===== src/rtl/spa_pkg.sv =====
package spa_pkg;

    localparam int REQ_N   = 3;
    localparam int STATE_N = REQ_N + 1;
    localparam int STATE_W = $clog2(STATE_N);

    typedef logic [REQ_N-1:0]   req_vec_t;
    typedef logic [STATE_N-1:0] state_oh_t;

    typedef enum logic [STATE_W-1:0] {
        ST_FREE = 2'd0,
        ST_OWN0 = 2'd1,
        ST_OWN1 = 2'd2,
        ST_OWN2 = 2'd3
    } arb_state_e;

    // Grant vector implied by a state (Moore decode).
    function automatic req_vec_t grant_of(arb_state_e s);
        req_vec_t g;
        g = '0;
        case (s)
            ST_OWN0: g[0] = 1'b1;
            ST_OWN1: g[1] = 1'b1;
            ST_OWN2: g[2] = 1'b1;
            default: g = '0;
        endcase
        return g;
    endfunction

    // Fixed-priority choice made from the free state.
    function automatic arb_state_e pick_from_free(req_vec_t r);
        arb_state_e s;
        if (r[0])      s = ST_OWN0;
        else if (r[1]) s = ST_OWN1;
        else if (r[2]) s = ST_OWN2;
        else           s = ST_FREE;
        return s;
    endfunction

    function automatic state_oh_t to_onehot(arb_state_e s);
        state_oh_t v;
        v = '0;
        v[s] = 1'b1;
        return v;
    endfunction

    function automatic arb_state_e from_onehot(state_oh_t v);
        arb_state_e s;
        s = ST_FREE;
        for (int k = 0; k < STATE_N; k++) begin
            if (v[k]) s = arb_state_e'(k[STATE_W-1:0]);
        end
        return s;
    endfunction

endpackage


===== src/rtl/spa_next_state.sv =====
module spa_next_state
    import spa_pkg::*;
(
    input  arb_state_e cur,
    input  req_vec_t   req,
    output arb_state_e nxt
);

    req_vec_t owner_mask;

    always_comb begin
        owner_mask = grant_of(cur);
        if (cur == ST_FREE) begin
            nxt = pick_from_free(req);
        end else if ((owner_mask & req) != '0) begin
            nxt = cur;          // owner keeps the resource
        end else begin
            nxt = ST_FREE;      // release forces a free cycle
        end
    end

endmodule


===== src/rtl/spa_state_store.sv =====
module spa_state_store
    import spa_pkg::*;
#(
    parameter bit ONEHOT_STATE = 1'b0
) (
    input  logic       clk,
    input  logic       rst,
    input  arb_state_e nxt,
    output arb_state_e cur
);

    generate
        if (ONEHOT_STATE) begin : g_onehot
            state_oh_t oh_q;

            always_ff @(posedge clk) begin
                if (rst) oh_q <= to_onehot(ST_FREE);
                else     oh_q <= to_onehot(nxt);
            end

            assign cur = from_onehot(oh_q);

            assert_state_onehot_R10: assert property (
                @(posedge clk) disable iff (rst)
                $past(rst) |-> ($countones(oh_q) == 1))
                else $error("one-hot state vector lost its single bit");
        end else begin : g_binary
            arb_state_e bin_q;

            always_ff @(posedge clk) begin
                if (rst) bin_q <= ST_FREE;
                else     bin_q <= nxt;
            end

            assign cur = bin_q;
        end
    endgenerate

endmodule


===== src/rtl/spa_grant_decode.sv =====
module spa_grant_decode
    import spa_pkg::*;
(
    input  arb_state_e cur,
    output req_vec_t   gnt
);

    always_comb begin
        gnt = grant_of(cur);
    end

endmodule


===== src/rtl/spa_top.sv =====
module spa_top
    import spa_pkg::*;
#(
    parameter bit ONEHOT_STATE = 1'b0
) (
    input  logic       clk,
    input  logic       rst,
    input  logic [2:0] req,
    output logic [2:0] gnt
);

    arb_state_e cur_st;
    arb_state_e nxt_st;

    spa_next_state u_next (
        .cur (cur_st),
        .req (req),
        .nxt (nxt_st)
    );

    spa_state_store #(
        .ONEHOT_STATE (ONEHOT_STATE)
    ) u_store (
        .clk (clk),
        .rst (rst),
        .nxt (nxt_st),
        .cur (cur_st)
    );

    spa_grant_decode u_dec (
        .cur (cur_st),
        .gnt (gnt)
    );

    // reset leaves no grant
    assert_reset_free_R1: assert property (
        @(posedge clk) rst |=> (gnt == 3'b000))
        else $error("grant present after reset");

    // never two grants
    assert_grant_onehot0_R2: assert property (
        @(posedge clk) disable iff (rst) $onehot0(gnt))
        else $error("more than one grant bit set");

    // requester 0 wins from free
    assert_free_pick0_R3: assert property (
        @(posedge clk) disable iff (rst)
        (gnt == 3'b000 && req[0]) |=> (gnt == 3'b001))
        else $error("requester 0 not granted from free");

    // requester 1 wins when 0 absent
    assert_free_pick1_R4: assert property (
        @(posedge clk) disable iff (rst)
        (gnt == 3'b000 && !req[0] && req[1]) |=> (gnt == 3'b010))
        else $error("requester 1 not granted from free");

    // requester 2 alone, or nobody
    assert_free_pick2_R5: assert property (
        @(posedge clk) disable iff (rst)
        (gnt == 3'b000 && req == 3'b100) |=> (gnt == 3'b100))
        else $error("requester 2 not granted from free");

    assert_free_stay_R5: assert property (
        @(posedge clk) disable iff (rst)
        (gnt == 3'b000 && req == 3'b000) |=> (gnt == 3'b000))
        else $error("grant given with no request");

    // owner keeps the grant while its request stays high
    assert_no_preempt_R6: assert property (
        @(posedge clk) disable iff (rst)
        ((gnt & req) != 3'b000) |=> (gnt == $past(gnt)))
        else $error("held grant was taken away");

    // release always passes through free
    assert_release_free_R7: assert property (
        @(posedge clk) disable iff (rst)
        (gnt != 3'b000 && (gnt & req) == 3'b000) |=> (gnt == 3'b000))
        else $error("release did not pass through free");

endmodule


===== config.mk =====
export PLATFORM = sky130hd
export DESIGN_NAME = spa_top
export DESIGN_NICKNAME = d
export VERILOG_FILES = /design/src/rtl/spa_pkg.sv /design/src/rtl/spa_next_state.sv /design/src/rtl/spa_state_store.sv /design/src/rtl/spa_grant_decode.sv /design/src/rtl/spa_top.sv
export SDC_FILE = /design/constraint.sdc
export NUM_CORES = 1
export LEC_CHECK = 0
export ABC_AREA = 1
export ABC_CLOCK_PERIOD_IN_PS = 1000
export BUFFER_PORTS_ARGS = -buffer_cell sky130_fd_sc_hd__buf_2
export CAP_MARGIN = 20
export CORE_AREA = 2 2 39 41
export CTS_BUF_LIST = sky130_fd_sc_hd__clkbuf_16
export CTS_CLUSTER_DIAMETER = 120
export DETAILED_ROUTE_END_ITERATION = 12
export DIE_AREA = 0 0 41 43
export GPL_ROUTABILITY_DRIVEN = 0
export SETUP_SLACK_MARGIN = 0.05
export SLEW_MARGIN = 25
export SYNTH_ARGS = -nofsm -noshare
export SYNTH_HDL_FRONTEND = slang
export SYNTH_SLANG_ARGS = --single-unit

===== constraint.sdc =====
create_clock -name clk -period 1 [get_ports clk]
set_input_delay 0.15 -clock clk [delete_from_list [all_inputs] [get_ports clk]]
set_output_delay 0.15 -clock clk [all_outputs]
set_load 0.02 [all_outputs]

# == Word level (Yosys, flattened, before mapping) ==
# Cells that the tools add are included.
# classes
eq_ne,4
muxes,8
bitwise_logic,1
n_reduce_logical,2
# op_table
operator,count
2-to-1 mux 2 bit,5
"equality test 2 bit, second input constant",2
bitwise AND 3 bit,1
2-to-1 mux 1 bit,3
nonzero test 3 bit,1
"equality test 2 x 1 -> 1 bit, second input constant",1
zero test 2 bit,1
"!= test 2 x 1 -> 1 bit, second input constant",1
# word_totals
ff_bits,2
inputBits,5
out_inout_bits,3
wordCells,16

# == Longest topological paths before layout ==
# logic_depth
ltp_word,6
ltp_mapped,6
depth_no_buf,5

# == Cells and area by module ==
# Synthesis repeated with hierarchy kept, for this count alone.
# hier_totals
cells_unflattened,28
hier_area_um2,152.6
# by_module_without_submodules
mod,n_inst,cells_per_inst,area_per_inst_um2,seq_area_each_um2
spa_next_state,1,16,75.1,0.0
spa_state_store,1,6,55.1,40.0
spa_grant_decode,1,6,22.5,0.0

# == Least setup slack after synthesis ==
# OpenSTA, ideal clock, no wires.
# synth_path
path_kind,flip-flop to output port
start,"reg u_store.g_binary.bin_q[1], in the netlist u_store.cur[1]"
end,out gnt[1]
t_arrival_ns,0.743
required_ns,0.850
slack_ns,0.107
path_stages_with_launch,3
path_buffers,0
cell_sequence,dfxtp_1 -> inv_1 -> nor2_1
# synth_between
elab_chain_cells,2
# synth_lines
item,line,rtl
from (decl),spa_state_store.sv:28,arb_state_e bin_q;
from (signal assigned),spa_state_store.sv:32,else bin_q <= nxt;
equality test 2 bit,spa_pkg.sv:21,case (s)
2-to-1 mux 1 bit,spa_pkg.sv:21,
to (decl),spa_top.sv:9,output logic [2:0] gnt
# Every way passes these cells.

# == Worst setup path after layout ==
# Same ends and word-level chain as after synthesis.

==> results.sh <==
export IMPL_status="complete, no violations"
export IMPL_dp_hpwl_microns=272
export IMPL_crit_end="gnt[1]"
export IMPL_irDropWorstVdd_mv=0.597
export IMPL_finalWorstSetupSlack_ns=0.00676
export IMPL_period_share_pct=99.3
export IMPL_wl_per_cell_microns=7.20
export IMPL_antenna_found_initial=0
export IMPL_area_growth_syn_to_layout_pct=116
export IMPL_startpoint="u_store.cur[1]$_SDFFE_PP0P_"
export IMPL_clk_latency_ns=0.22
export IMPL_grt_pass1_vias=170
export IMPL_crit_path_end_kind="output pin"
export IMPL_regArea_sq_um=47.5
export IMPL_seqPwrFrac_pct=12.5
export IMPL_drc=0
export IMPL_grt_ovfl_total=0
export IMPL_reg2reg_slack_ns=0.09
export IMPL_p_switching_uw=145
export IMPL_cp_arrival_ns=0.84
export IMPL_synth_net_count=29
export IMPL_start_kind="flop"
export IMPL_fill_cells=160
export IMPL_drive_gt1_share_pct=54.3
export IMPL_worstReg2RegStart="u_store.cur[0]$_SDFFE_PP0P_"
export IMPL_dr_first_iter_drc_count=0
export IMPL_path_clk_slew_ns=0.03
export IMPL_via_per_inst=3.63
export IMPL_synth_area_sq_um=145
export IMPL_die_area_sq_um=1760
export IMPL_die_h_microns=43
export IMPL_setup_viol=0
export IMPL_hold_ws_ns=0.0966
export IMPL_htree_num_levels=1
export IMPL_n_antenna_cell=0
export IMPL_chipWidth_microns=41
export IMPL_syn_inst=24
export IMPL_cts_buffers=3
export IMPL_max_cap_viol_count=0
export IMPL_root_buffer="clkbuf_16"
export IMPL_powerDensity_nw_per_um2=2530
export IMPL_dr_pass1_iters=1
export IMPL_tns_ns=0
export IMPL_power_frac_clock_pct=74.8
export IMPL_max_freq_ghz=1.01
export IMPL_wl_microns=367
export IMPL_io_pins=8
export IMPL_yosysUniqueCellTypes=12
export IMPL_cts_sinks=2
export IMPL_ys_seq_area_share_pct=27.6
export IMPL_hp_class="input port to flop"
export IMPL_num_vias=185
export IMPL_place_inst=46
export IMPL_io_buffers=7
export IMPL_post_route_util_pct=22.6
export IMPL_crit_required_ns=0.85
export IMPL_grt_max_degree=6
export IMPL_rsz0062_at_grt="true"
export IMPL_final_cells=51
export IMPL_skew_ns=0.00197
export IMPL_crit_fanout=4
export IMPL_leakage_nw=0.151
export IMPL_initial_core_util_pct=10.5
export IMPL_coreArea_sq_um=1380
export IMPL_pwr_share_comb_pct=12.7
export IMPL_yosys_register_bits=2
export IMPL_hold_violations=0
export IMPL_multiInputGateArea_sq_um=82.6
export IMPL_worstSetupPathType="flop to output pin"
export IMPL_final_nets=42
export IMPL_groute_usage_overall_pct=6.11
export IMPL_ys_warn_count=0
export IMPL_relSlewSlack_pct=84.8
export IMPL_clk_path_buf_depth=2
export IMPL_ant_nets=0
export IMPL_min_period_ns=0.993
export IMPL_row_count=14
export IMPL_reg2reg_depth=4
export IMPL_place_ws_ns=0.0822
export IMPL_worst_pin_slew_ns=0.225
export IMPL_grt_pass1_wl_microns=614
export IMPL_largest_reg_flops=2
export IMPL_p_int_uw=647
export IMPL_reg2reg_to="u_store.cur[1]$_SDFFE_PP0P_"
export IMPL_cts_tree="yes"
export IMPL_p_sw_share_pct=18.3
export IMPL_syn_avg_cell_area_sq_um=6.05
export IMPL_slew_viol_final=0
stage by stage:
| stage | power, mW | instance area (sq um) |
|---|---|---|
| 6_report | 0.792 | 313 |
| 5_1_grt | 0.828 | 313 |
| 4_1_cts | 0.789 | 294 |
| 3_5_place_dp | 0.171 | 189 |
| 3_3_place_gp | 0.169 | 189 |
| 2_1_floorplan | 0.153 | 145 |
placed cells by master (no fill, tap or decap):
cell	synthesis	layout
a21oi_1	1	1
a21oi_2	1	1
buf_2	0	4
buf_4	0	2
buf_6	1	3
clkbuf_16	0	3
dfxtp_4	0	2
inv_1	4	3
inv_2	1	2
nand2_1	3	3
nand3_1	4	4
nor2_1	4	3
nor2_2	0	1
nor3_2	0	1
o21ai_0	1	1
o21ai_1	1	1
worst min-delay path by stage:
stage / from / endpoint / slack [ns] / cells after the start
2_1_floorplan: rst / u_store.cur[0]$_SDFFE_PP0P_ / 0.21 / 1
3_3_place_gp: rst / u_store.cur[0]$_SDFFE_PP0P_ / 0.33 / 2
3_5_place_dp: rst / u_store.cur[0]$_SDFFE_PP0P_ / 0.33 / 2
4_1_cts: rst / u_store.cur[0]$_SDFFE_PP0P_ / 0.1 / 2
5_1_grt: rst / u_store.cur[0]$_SDFFE_PP0P_ / 0.11 / 2
6_report: rst / u_store.cur[0]$_SDFFE_PP0P_ / 0.1 / 2
cell type report:
class,count,share of cell area (%)
Tap cell,16,6.40
Timing Repair Buffer,9,22.0
Multi-Input combinational cell,16,26.4
Sequential cell,2,15.2
Inverter,5,6.00
Clock buffer,3,24.0
Yosys cell counts:
cell	count	area share [%]
inv_1	4	10
nand3_1	4	14
nor2_1	4	10
nand2_1	3	7.8
dfxtp_1	2	28
a21oi_1	1	3.4
a21oi_2	1	6.0
buf_6	1	7.8
inv_2	1	2.6
nor3_1	1	3.4
o21ai_0	1	3.4
o21ai_1	1	3.4
cells by family after synthesis:
logic type,share of synthesized area [%]
flip-flops,27.6
AO/OA/AOI/OAI,16.4
AND/OR/NAND/NOR,35.3
buffers and inverters,20.7
worst max-delay path: stages (launching register included):
cell and delay (ns):
dfxtp_4 0.35, inv_2 0.04, nor2_1 0.09, buf_4 0.14
routing by layer:
layer | track usage, % | vias to the layer above | part of all wire [%]
met5 | 0 | - | 0
met4 | 8.00 | 0 | 0
met3 | 4.71 | 0 | 2.2
met2 | 9.06 | 3 | 63
met1 | 3.50 | 83 | 34
li1 | - | 99 | -
repair_timing:
item | in CTS | in global routing
endpoints found under the hold margin | 0 | 0
setup endpoints to repair | 3 | 5
pin swaps | 1 | 4
hold buffers | 0 | 0
buffers inserted | 2 | 0
gates resized for setup | 7 | 6
power groups by stage:
stage	combinational, mW	clock (mW)	sequential [mW]
after global placement	0.0664	0	0.103
after detailed placement	0.0673	0	0.104
final	0.101	0.592	0.0989
after global routing	0.114	0.614	0.100
after CTS	0.0903	0.601	0.0972
after floorplan	0.0579	0	0.0954
No activity file was read; power rests on OpenSTA's default activity.
